**src/rtl/mbox_pkg.sv**
```systemverilog
package mbox_pkg;

    localparam int SRC_W  = 6;
    localparam int DATA_W = 32;
    localparam int ADDR_W = 12;

    localparam logic [DATA_W-1:0] LOCK_KEY  = 32'h1ACC_E551;
    localparam logic [ADDR_W-1:0] LOCK_ADDR = 12'hA00;

    // one-hot state nibble, shown in mode bits [7:4]
    typedef enum logic [3:0] {
        ST_IDLE  = 4'h1,
        ST_CLAIM = 4'h2,
        ST_SENT  = 4'h4,
        ST_ACK   = 4'h8
    } mb_state_e;

    // word index inside a 64-byte window
    localparam logic [3:0] W_OWNER = 4'd0;
    localparam logic [3:0] W_DSET  = 4'd1;
    localparam logic [3:0] W_DCLR  = 4'd2;
    localparam logic [3:0] W_DSTAT = 4'd3;
    localparam logic [3:0] W_MODE  = 4'd4;
    localparam logic [3:0] W_MASK  = 4'd5;
    localparam logic [3:0] W_ICLR  = 4'd6;
    localparam logic [3:0] W_SEND  = 4'd7;
    localparam int         W_DATA0 = 8;

    typedef struct packed {
        logic [3:0]        word;
        logic [DATA_W-1:0] data;
    } mb_wr_t;

    function automatic logic is_onehot(input logic [SRC_W-1:0] v);
        return (v != '0) && ((v & (v - 1'b1)) == '0);
    endfunction

endpackage

```
**src/rtl/mbox_lock.sv**
```systemverilog
module mbox_lock
    import mbox_pkg::*;
(
    input  logic              clk,
    input  logic              rst,
    input  logic              wr,
    input  logic [DATA_W-1:0] wdata,
    output logic              unlocked
);
    always_ff @(posedge clk) begin
        if (rst)
            unlocked <= 1'b0;
        else if (wr)
            unlocked <= (wdata == LOCK_KEY);
    end
endmodule

```
**src/rtl/mbox_chan.sv**
```systemverilog
module mbox_chan
    import mbox_pkg::*;
#(
    parameter int NUM_DATA = 2
) (
    input  logic                       clk,
    input  logic                       rst,
    input  logic                       wr_en,
    input  mb_wr_t                     wr,
    output mb_state_e                  state,
    output logic [SRC_W-1:0]           owner,
    output logic [SRC_W-1:0]           dest,
    output logic                       auto_ans,
    output logic [SRC_W-1:0]           mask,
    output logic [SRC_W-1:0]           pend,
    output logic [NUM_DATA*DATA_W-1:0] data_flat
);
    logic [DATA_W-1:0] data_q [NUM_DATA];
    logic [SRC_W-1:0]  v;
    logic [SRC_W-1:0]  dest_after_clr;

    assign v              = wr.data[SRC_W-1:0];
    assign dest_after_clr = dest & ~v;

    always_ff @(posedge clk) begin
        if (rst) begin
            state    <= ST_IDLE;
            owner    <= '0;
            dest     <= '0;
            auto_ans <= 1'b0;
            mask     <= '0;
            pend     <= '0;
            for (int i = 0; i < NUM_DATA; i++) data_q[i] <= '0;
        end else if (wr_en) begin
            case (wr.word)
                W_OWNER: begin
                    if (state == ST_IDLE && is_onehot(v)) begin
                        owner <= v;
                        state <= ST_CLAIM;
                    end else if (state == ST_ACK && v == owner) begin
                        owner    <= '0;
                        dest     <= '0;
                        auto_ans <= 1'b0;
                        state    <= ST_IDLE;
                    end
                end
                W_DSET: dest <= dest | v;
                W_DCLR: begin
                    dest <= dest_after_clr;
                    if (state == ST_SENT && auto_ans && dest != '0 && dest_after_clr == '0) begin
                        state <= ST_ACK;
                        pend  <= pend | owner;
                    end
                end
                W_MODE: if (state == ST_CLAIM) auto_ans <= wr.data[0];
                W_MASK: mask <= v;
                W_ICLR: pend <= pend & ~v;
                W_SEND: begin
                    if (state == ST_CLAIM && v == owner) begin
                        state <= ST_SENT;
                        pend  <= pend | dest;
                    end else if (state == ST_SENT && (v & dest) != '0) begin
                        state <= ST_ACK;
                        pend  <= pend | owner;
                    end
                end
                default: begin
                    for (int i = 0; i < NUM_DATA; i++)
                        if (wr.word == 4'(W_DATA0 + i)) data_q[i] <= wr.data;
                end
            endcase
        end
    end

    for (genvar i = 0; i < NUM_DATA; i++) begin : g_flat
        assign data_flat[i*DATA_W +: DATA_W] = data_q[i];
    end
endmodule

```
**src/rtl/mbox_irq.sv**
```systemverilog
module mbox_irq
    import mbox_pkg::*;
#(
    parameter int NUM_MBOX = 4
) (
    input  logic [NUM_MBOX*SRC_W-1:0] pend_flat,
    input  logic [NUM_MBOX*SRC_W-1:0] mask_flat,
    output logic [SRC_W-1:0]          irq
);
    always_comb begin
        irq = '0;
        for (int m = 0; m < NUM_MBOX; m++)
            irq = irq | (pend_flat[m*SRC_W +: SRC_W] & ~mask_flat[m*SRC_W +: SRC_W]);
    end
endmodule

```
**src/rtl/mbox_bank.sv**
```systemverilog
module mbox_bank
    import mbox_pkg::*;
#(
    parameter int NUM_MBOX = 4,
    parameter int NUM_DATA = 2
) (
    input  logic              clk,
    input  logic              rst,
    input  logic              bus_en,
    input  logic              bus_we,
    input  logic [11:0]       bus_addr,
    input  logic [31:0]       bus_wdata,
    output logic [31:0]       bus_rdata,
    output logic [SRC_W-1:0]  irq
);
    localparam int WIN_W = ADDR_W - 6;

    logic [WIN_W-1:0] win_idx;
    logic [3:0]       word;
    logic             in_range;
    logic             lock_hit;
    logic             unlocked;
    logic             wr_ok;
    mb_wr_t           wr;

    mb_state_e         st_q   [NUM_MBOX];
    logic [SRC_W-1:0]  own_q  [NUM_MBOX];
    logic [SRC_W-1:0]  dst_q  [NUM_MBOX];
    logic              auto_q [NUM_MBOX];
    logic [SRC_W-1:0]  msk_q  [NUM_MBOX];
    logic [SRC_W-1:0]  pnd_q  [NUM_MBOX];
    logic [NUM_DATA*DATA_W-1:0] dat_q [NUM_MBOX];

    logic [NUM_MBOX*4-1:0]     st_flat;
    logic [NUM_MBOX*SRC_W-1:0] own_flat;
    logic [NUM_MBOX*SRC_W-1:0] pend_flat;
    logic [NUM_MBOX*SRC_W-1:0] mask_flat;

    logic [31:0] rd_val;

    assign win_idx  = bus_addr[ADDR_W-1:6];
    assign word     = bus_addr[5:2];
    assign in_range = (32'(win_idx) < NUM_MBOX) && (bus_addr[1:0] == 2'b00);
    assign lock_hit = (bus_addr == LOCK_ADDR);
    assign wr_ok    = bus_en && bus_we && unlocked && in_range;
    assign wr       = '{word: word, data: bus_wdata};

    mbox_lock u_lock (
        .clk      (clk),
        .rst      (rst),
        .wr       (bus_en && bus_we && lock_hit),
        .wdata    (bus_wdata),
        .unlocked (unlocked)
    );

    for (genvar g = 0; g < NUM_MBOX; g++) begin : g_mb
        mbox_chan #(.NUM_DATA(NUM_DATA)) u_chan (
            .clk       (clk),
            .rst       (rst),
            .wr_en     (wr_ok && (win_idx == WIN_W'(g))),
            .wr        (wr),
            .state     (st_q[g]),
            .owner     (own_q[g]),
            .dest      (dst_q[g]),
            .auto_ans  (auto_q[g]),
            .mask      (msk_q[g]),
            .pend      (pnd_q[g]),
            .data_flat (dat_q[g])
        );
        assign st_flat[g*4 +: 4]         = st_q[g];
        assign own_flat[g*SRC_W +: SRC_W]  = own_q[g];
        assign pend_flat[g*SRC_W +: SRC_W] = pnd_q[g];
        assign mask_flat[g*SRC_W +: SRC_W] = msk_q[g];
    end

    mbox_irq #(.NUM_MBOX(NUM_MBOX)) u_irq (
        .pend_flat (pend_flat),
        .mask_flat (mask_flat),
        .irq       (irq)
    );

    always_comb begin
        rd_val = '0;
        if (lock_hit) begin
            rd_val = {31'b0, unlocked};
        end else if (in_range) begin
            for (int m = 0; m < NUM_MBOX; m++) begin
                if (win_idx == WIN_W'(m)) begin
                    case (word)
                        W_OWNER: rd_val = 32'(own_q[m]);
                        W_DSTAT: rd_val = 32'(dst_q[m]);
                        W_MODE:  rd_val = {24'b0, st_q[m], 3'b000, auto_q[m]};
                        W_MASK:  rd_val = 32'(msk_q[m]);
                        W_ICLR:  rd_val = 32'(pnd_q[m]);
                        default: begin
                            for (int d = 0; d < NUM_DATA; d++)
                                if (word == 4'(W_DATA0 + d)) rd_val = dat_q[m][d*DATA_W +: DATA_W];
                        end
                    endcase
                end
            end
        end
    end

    always_ff @(posedge clk) begin
        if (rst)
            bus_rdata <= '0;
        else if (bus_en && !bus_we)
            bus_rdata <= rd_val;
    end
endmodule

```
**config.mk**
```make
export PLATFORM = sky130hd
export DESIGN_NAME = mbox_bank
export DESIGN_NICKNAME = d
export VERILOG_FILES = /design/src/rtl/mbox_pkg.sv /design/src/rtl/mbox_lock.sv /design/src/rtl/mbox_chan.sv /design/src/rtl/mbox_irq.sv /design/src/rtl/mbox_bank.sv
export SDC_FILE = /design/constraint.sdc
export NUM_CORES = 1
export LEC_CHECK = 0
export BUFFER_PORTS_ARGS = -buffer_cell sky130_fd_sc_hd__buf_4
export CAP_MARGIN = 10
export CORE_MARGIN = 3
export CORE_UTILIZATION = 26
export CTS_CLUSTER_SIZE = 8
export DETAILED_ROUTE_END_ITERATION = 16
export HOLD_SLACK_MARGIN = 0.05
export PLACE_DENSITY = 0.47
export SYNTH_ARGS = -nofsm -noshare
export SYNTH_HDL_FRONTEND = slang
export SYNTH_SLANG_ARGS = --single-unit
```
**constraint.sdc**
```tcl
create_clock -name clk -period 5.7 [get_ports clk]
set_input_delay 1.14 -clock clk [delete_from_list [all_inputs] [get_ports clk]]
set_output_delay 1.14 -clock clk [all_outputs]
set_load 0.01 [all_outputs]
```
# Yosys cells after proc, flatten, opt, wreduce, memory -nomap -nowiden
# Memory sizes are Yosys's and may differ from the RTL's.
# Index checks and enable logic that the tools add are counted.
dict set report word_totals {
  out_inout_bits 38
  register_bits 149
  elab_cells 353
  mem_bits_rw 256
  memories 4
}
# memory depth width read_ports rd_clocked_by_memory_dff wr line_no
set memory_table {}
lappend memory_table {{g_mb[0].u_chan.data_q} 2 32 2 0 2 mbox_chan.sv:18} ;# logic [DATA_W-1:0] data_q [NUM_DATA];
lappend memory_table {{g_mb[1].u_chan.data_q} 2 32 2 0 2 mbox_chan.sv:18}
lappend memory_table {{g_mb[2].u_chan.data_q} 2 32 2 0 2 mbox_chan.sv:18}
lappend memory_table {{g_mb[3].u_chan.data_q} 2 32 2 0 2 mbox_chan.sv:18}
dict set report classes {
  n_mux 128
  n_bitwise 45
  n_lt_le_gt_ge 1
  addsub 1
  reduce_logical 90
  eq_ne 58
}
# operator count
set op_table {}
lappend op_table {{2-to-1 mux 32 bit} 22}
lappend op_table {{one-hot mux 32 bit (5 select lines)} 4}
lappend op_table {{2-to-1 mux 6 bit} 24}
lappend op_table {{one-hot mux 6 bit (3 select lines)} 8}
lappend op_table {{AND 6 bit} 17}
lappend op_table {{OR 6 bit} 15}
lappend op_table {{2-to-1 mux 4 bit} 20}
lappend op_table {{nonzero test 6 bit} 9}
lappend op_table {{one-hot mux 4 bit (3 select lines)} 4}
lappend op_table {{2-to-1 mux 1 bit} 42}
lappend op_table {{AND reduction 5 bit} 8}
lappend op_table {{logical AND 1 bit} 39}
lappend op_table {{logical NOT 6 bit} 6}
lappend op_table {{equality test 32 x 29 -> 1 bit, second input constant} 1}
lappend op_table {{equality test 4 x 3 -> 1 bit, second input constant} 8}
lappend op_table {{AND reduction 4 bit} 8}
lappend op_table {{inverter 6 bit} 5}
lappend op_table {{equality test 4 x 2 -> 1 bit, second input constant} 6}
lappend op_table {{equality test 4 bit, second input constant} 6}
lappend op_table {{equality test 6 bit} 4}
lappend op_table {{inequality test 2 x 1 -> 1 bit, second input constant} 12}
lappend op_table {{inequality test 3 x 1 -> 1 bit, second input constant} 8}
lappend op_table {{equality test 4 x 1 -> 1 bit, second input constant} 5}
lappend op_table {{equality test 12 bit, second input constant} 1}
lappend op_table {{other kinds (15)} 41}

# Longest topological paths before layout
dict set report depth {
  ltp_word 19
  mapped_depth 11
}

# By module
# A second synthesis with hierarchy kept.
dict set report unflattened {
  hier_cells 2020
  area_unflattened_um2 21581.9
}
# mod seq_area_each_um2 area_per_inst_um2 instances cells_per_inst
set by_module_without_submodules {}
lappend by_module_without_submodules {mbox_chan 2502.4 4108.9 4 326}
lappend by_module_without_submodules {mbox_bank 640.6 4784.6 1 670}
lappend by_module_without_submodules {mbox_irq 0.0 225.2 1 30}
lappend by_module_without_submodules {mbox_lock 20.0 136.4 1 16}

# Least setup slack after synthesis
# OpenSTA, ideal clock, no wires.
dict set report synth_path {
  path_type {input-to-reg}
  startpoint {input port bus_addr[3]}
  endpoint {memory g_mb[2].u_chan.data_q[0][0], enable pin}
  t_required_ps 5234
  path_buffers 4
  t_arrival_ps 4590
  path_stages 7
  setup_slack_ps 644
  setup_ps 466
  cell_sequence {clkbuf_1 -> buf_2 -> nor2_1 -> buf_2 -> nand2_1 -> clkbuf_1 -> o21ai_0}
}
# element line_no
set synth_lines {}
lappend synth_lines {{start, declared} mbox_bank.sv:11} ;# input logic [11:0] bus_addr,
lappend synth_lines {{end, declared} mbox_chan.sv:18}

# Worst setup path in the final report
dict set report layout_path {
  startpoint {input port bus_wdata[0]}
  endpoint {register g_mb[3].u_chan.state[3]}
}
dict set report layout_via {
  elab_chain_cells 7
  word_cells_on_any_way 23
}
# element line_no
set layout_rtl {}
lappend layout_rtl {{start, declared} mbox_bank.sv:12} ;# input logic [31:0] bus_wdata,
lappend layout_rtl {{subtractor 6 x 1 -> 6 bit} mbox_pkg.sv:35} ;# return (v != '0) && ((v & (v - 1'b1)) == '0);
lappend layout_rtl {{AND 6 bit} mbox_pkg.sv:35}
lappend layout_rtl {{logical NOT 6 bit} mbox_pkg.sv:35}
lappend layout_rtl {{logical AND 1 bit} mbox_pkg.sv:35}
lappend layout_rtl {{logical AND 1 bit} mbox_chan.sv:37} ;# if (state == ST_IDLE && is_onehot(v)) begin
lappend layout_rtl {{inequality test 3 x 1 -> 1 bit (no source line) / 2-to-1 mux 4 bit (equally long branches)} -}
lappend layout_rtl {{AND reduction 5 bit (no source line) / one-hot mux 4 bit (3 select lines) (equally long branches)} -}
lappend layout_rtl {{end signal, assigned} mbox_chan.sv:39} ;# state <= ST_CLAIM;
lappend layout_rtl {{end signal, assigned} mbox_chan.sv:44} ;# state <= ST_IDLE;
lappend layout_rtl {{end signal, assigned} mbox_chan.sv:51} ;# state <= ST_ACK;
lappend layout_rtl {{end, declared} mbox_chan.sv:10} ;# output mb_state_e state,
# Several ways; a longest one is shown, not always the timed one.
# A chain may end at the register's enable or synchronous reset.

==> results.rst <==
.. list-table::
   :header-rows: 1

   * - Metric
     - Value
   * - Status
     - finished, final reports clean
   * - Number of synthesized flops with an enable pin
     - 256
   * - Worst stage delay on the critical path
     - 660 ps
   * - Synthesized area per cell
     - 10.3 um2
   * - Leakage power of the design
     - 7.42 nW
   * - Number of distinct standard cells referenced by the synthesized netlist
     - 83
   * - Mapped cell area
     - 19900 um2
   * - Worst slew margin relative to its limit
     - 0.106
   * - Horizontal extent of the die
     - 283 um
   * - Slew Viols, Final
     - 0
   * - Post-route DRC violation count
     - 0
   * - Post-synth top flop
     - sky130_fd_sc_hd__edfxtp_1
   * - Unrepaired setup endpoints after global routing
     - no
   * - Worst clock skew on the final layout
     - 33.3 ps
   * - Minimum period implied by the final worst setup slack
     - 4140 ps
   * - Syn_nets
     - 1973
   * - Cell-by-cell listing of the critical path
     - buf_4, clkinv_1, nor2_1, o21ai_0, a2111oi_2, o31ai_1, o21ba_2, a311oi_1
   * - Hold Vio Cnt, Final
     - 0
   * - Cell with the largest stage delay on the worst path
     - sky130_fd_sc_hd__a2111oi_2
   * - Clock edge transition at the registers on the reported setup and hold paths
     - 50 ps
   * - Total number of nets in the final design
     - 2002
   * - Crit path arrival time
     - 4630 ps
   * - Share of flip-flops with an asynchronous set or reset
     - 0
   * - Vias in the first global route
     - 16200
   * - Maximum number of pins on one net before global-route repair
     - 76
   * - Part of the cycle the worst path needs
     - 0.726
   * - Register-to-Register Setup Slack
     - 2720 ps
   * - Number of instances in the synthesized netlist
     - 1925
   * - Iter 0 DRT Violations
     - 1733
   * - Initial cell density of the core
     - 0.265
   * - Proportion of layout cells with a drive suffix above 1
     - 0.144
   * - Final weighted congestion of routability-driven global placement
     - 0.922
   * - Routed via count
     - 16700
   * - Share of the yosys chip area belonging to registers
     - 0.536
   * - Cell types occupying the most area after synthesis
     - sky130_fd_sc_hd__edfxtp_1 39%, sky130_fd_sc_hd__dfxtp_1 15%, sky130_fd_sc_hd__a21oi_1 5.6%, sky130_fd_sc_hd__and2_1 3.7%, sky130_fd_sc_hd__mux2i_1 3.5%
   * - Skew-Pair Late Insertion Delay
     - 630 ps
   * - Fill cell instance count of the final layout
     - 7693
   * - Area used by sequential logic in the layout
     - 10700 um2
   * - Die boundary height
     - 283 um
   * - Total Negative Setup Slacks
     - 0 ps
   * - Number of antenna violations at the first check in global routing
     - 0
   * - Resized cells post-CTS
     - 0
   * - Cells after DPL
     - 2913
   * - Max VDD drop
     - 0.239 mV
   * - TritonCTS clock tree
     - done
   * - Area growth syn-to-layout
     - 17.2%
   * - Category of the worst setup path launch point
     - input pin
   * - Cell type with the highest aggregate area in the netlist
     - sky130_fd_sc_hd__edfxtp_1
   * - Vias/cell
     - 5.53
   * - Die area
     - 80000 um2
   * - Total iterations of the first detailed-routing run
     - 6
   * - Std-Cell Core Area
     - 75200 um2
   * - Number of synthesized register bits
     - 405
   * - Clk sinks
     - 405
   * - Multi-input logic area
     - 8550 um2
   * - CP Max Fanout
     - 27
   * - CTS hold repair buffers
     - 0
   * - Leftover overflow at the end of global routing
     - 0
   * - First-pass GRT wire length
     - 112000 um
   * - Standard-cell row count
     - 100
   * - Count of placed standard cells in the final layout, fillers left out
     - 3015
   * - Depth of the CTS H-tree
     - 2
   * - Number of warnings printed during yosys synthesis
     - 0
   * - DP Wirelength
     - 52200 um
   * - Root buffer cell
     - sky130_fd_sc_hd__clkbuf_16
   * - Crit path required time
     - 6190 ps
   * - Post-CTS Repair Setup Buffers
     - 0
   * - Post-synth top area share
     - 0.386
   * - Critical path endpoint category
     - flip-flop
   * - Number of nets with antenna violations after routing
     - 0
   * - Max-capacitance violation count
     - 0
   * - Clock tree buffer depth
     - 3
   * - Critical Setup Path Class
     - input pin to flip-flop
   * - Number of failing setup endpoints in the final timing report
     - 0
   * - Power per unit of standard cell area
     - 295 nW/um2
   * - Quantity of I/O buffers inserted on ports
     - 85
   * - Number of primary I/O pins
     - 86
   * - Wire length after detailed routing
     - 77000 um
   * - Transition at the pin with the smallest max-transition slack
     - 1330 ps
   * - Per-cell routed wire length
     - 25.5 um
   * - Global-route usage over all layers
     - 0.188
   * - Cell with the most instances after synthesis
     - sky130_fd_sc_hd__edfxtp_1
   * - Worst hold path type
     - flip-flop to flip-flop
   * - CTS buffer count
     - 57
   * - Maximum clock frequency
     - 242 MHz
   * - Top cells by count, synth
     - 256 x sky130_fd_sc_hd__edfxtp_1, 221 x sky130_fd_sc_hd__a21oi_1, 149 x sky130_fd_sc_hd__dfxtp_1, 135 x sky130_fd_sc_hd__nor2_1, 128 x sky130_fd_sc_hd__o21ai_0
==> state kept, by name, summed over array words and instances (netlist names) <==
signal                flops
g_mb.u_chan.dest         24
g_mb.u_chan.data_q      256
bus_rdata                32
g_mb.u_chan.auto_ans      4
g_mb.u_chan.pend         24
g_mb.u_chan.owner        24
g_mb.u_chan.mask         24
u_lock.unlocked           1
g_mb.u_chan.state        16
==> worst max-delay path, delay by kind of cell <==
kind,cells,cell delay [ps]
buffers and inverters,2,950
and+or+nand+nor,1,560
AOI/OAI and AO/OA,5,1940
==> power by group <==
group / switching [mW] / leakage, nW / internal [mW]
Sequential: 0.0272 / 3.63 / 3.20
Combinational: 0.333 / 2.99 / 0.117
Clock: 1.33 / 0.794 / 1.87
Total: 1.69 / 7.42 / 5.20
==> routing by layer <==
layer	vias up	routed length, um	global-route usage	share of wire
li1	7413	-	-	-
met1	8392	33100	0.253	0.43
met2	723	36100	0.305	0.47
met3	150	5070	0.0290	0.066
met4	0	2750	0.0681	0.036
met5	-	0	0	0
==> cell type report <==
cell class,count,share of cell area
sequential,405,0.457
inverter,50,0.00804
antenna,1,0.000107
clock buffer,94,0.0675
multi-input combinational,1312,0.366
clock inverter,5,0.00429
tap,1020,0.0547
timing repair buffer,128,0.0425
==> metrics by stage <==
step,setup WS [ps],total power [mW],area (um2),util,hold WS (ps)
floorplan,644,3.53,19900,-,436
global placement,1030,3.73,21600,0.287,448
detailed placement,1100,3.74,21600,0.288,457
CTS,1730,6.96,23300,0.310,465
global route,1520,7.12,23300,0.311,483
finish,1560,6.89,23400,0.311,460
==> cell families after synthesis <==
family,after synthesis,synth area share
muxes,99,0.0516
and+or+nand+nor,512,0.138
xor gates and xnor gates,25,0.0114
DFF,405,0.536
buffers and inverters,208,0.0428
AOI/OAI and AO/OA,676,0.221
==> placed cells by master, fill, tap and decap left out, types with 6 or more instances in the layout <==
cell type                     n
sky130_fd_sc_hd__a211oi_1    37
sky130_fd_sc_hd__a21oi_1    221
sky130_fd_sc_hd__a221oi_1    26
sky130_fd_sc_hd__a222oi_1     9
sky130_fd_sc_hd__a22o_1       6
sky130_fd_sc_hd__a22oi_1     66
sky130_fd_sc_hd__a32o_1      24
sky130_fd_sc_hd__and2_1     117
sky130_fd_sc_hd__and3_1      10
sky130_fd_sc_hd__buf_4      125
sky130_fd_sc_hd__clkbuf_1    36
sky130_fd_sc_hd__clkbuf_16   57
sky130_fd_sc_hd__dfxtp_1    149
sky130_fd_sc_hd__edfxtp_1   256
sky130_fd_sc_hd__inv_1       47
sky130_fd_sc_hd__mux2_2      30
sky130_fd_sc_hd__mux2i_1     69
sky130_fd_sc_hd__nand2_1     79
sky130_fd_sc_hd__nand2b_1    10
sky130_fd_sc_hd__nand3_1     19
sky130_fd_sc_hd__nor2_1     134
sky130_fd_sc_hd__nor2b_1     15
sky130_fd_sc_hd__nor3_1      20
sky130_fd_sc_hd__nor3_2       8
sky130_fd_sc_hd__nor4_1      30
sky130_fd_sc_hd__o211ai_1     6
sky130_fd_sc_hd__o21a_1       8
sky130_fd_sc_hd__o21ai_0    120
sky130_fd_sc_hd__o21ai_1     10
sky130_fd_sc_hd__o21ai_4      8
sky130_fd_sc_hd__o221ai_1    15
sky130_fd_sc_hd__o22ai_1     51
sky130_fd_sc_hd__o32ai_1     14
sky130_fd_sc_hd__or2_2        7
sky130_fd_sc_hd__or4_1        6
sky130_fd_sc_hd__xor2_1      21
==> path summary, 6_finish.rpt <==
kind                                     start                                endpoint  cells past startpoint
setup / recovery                  bus_wdata[0]    g_mb[3].u_chan.state[3]$_SDFFE_PP0P_                      8
hold / removal      bus_rdata[30]$_SDFFE_PP0P_              bus_rdata[30]$_SDFFE_PP0P_                      2
setup reg to reg  u_lock.unlocked$_SDFFE_PP0P_  g_mb[2].u_chan.data_q[0][32]$_DFFE_PP_                      5
hold reg to reg     bus_rdata[30]$_SDFFE_PP0P_              bus_rdata[30]$_SDFFE_PP0P_                      2
Power figures use the tool's default switching activity.
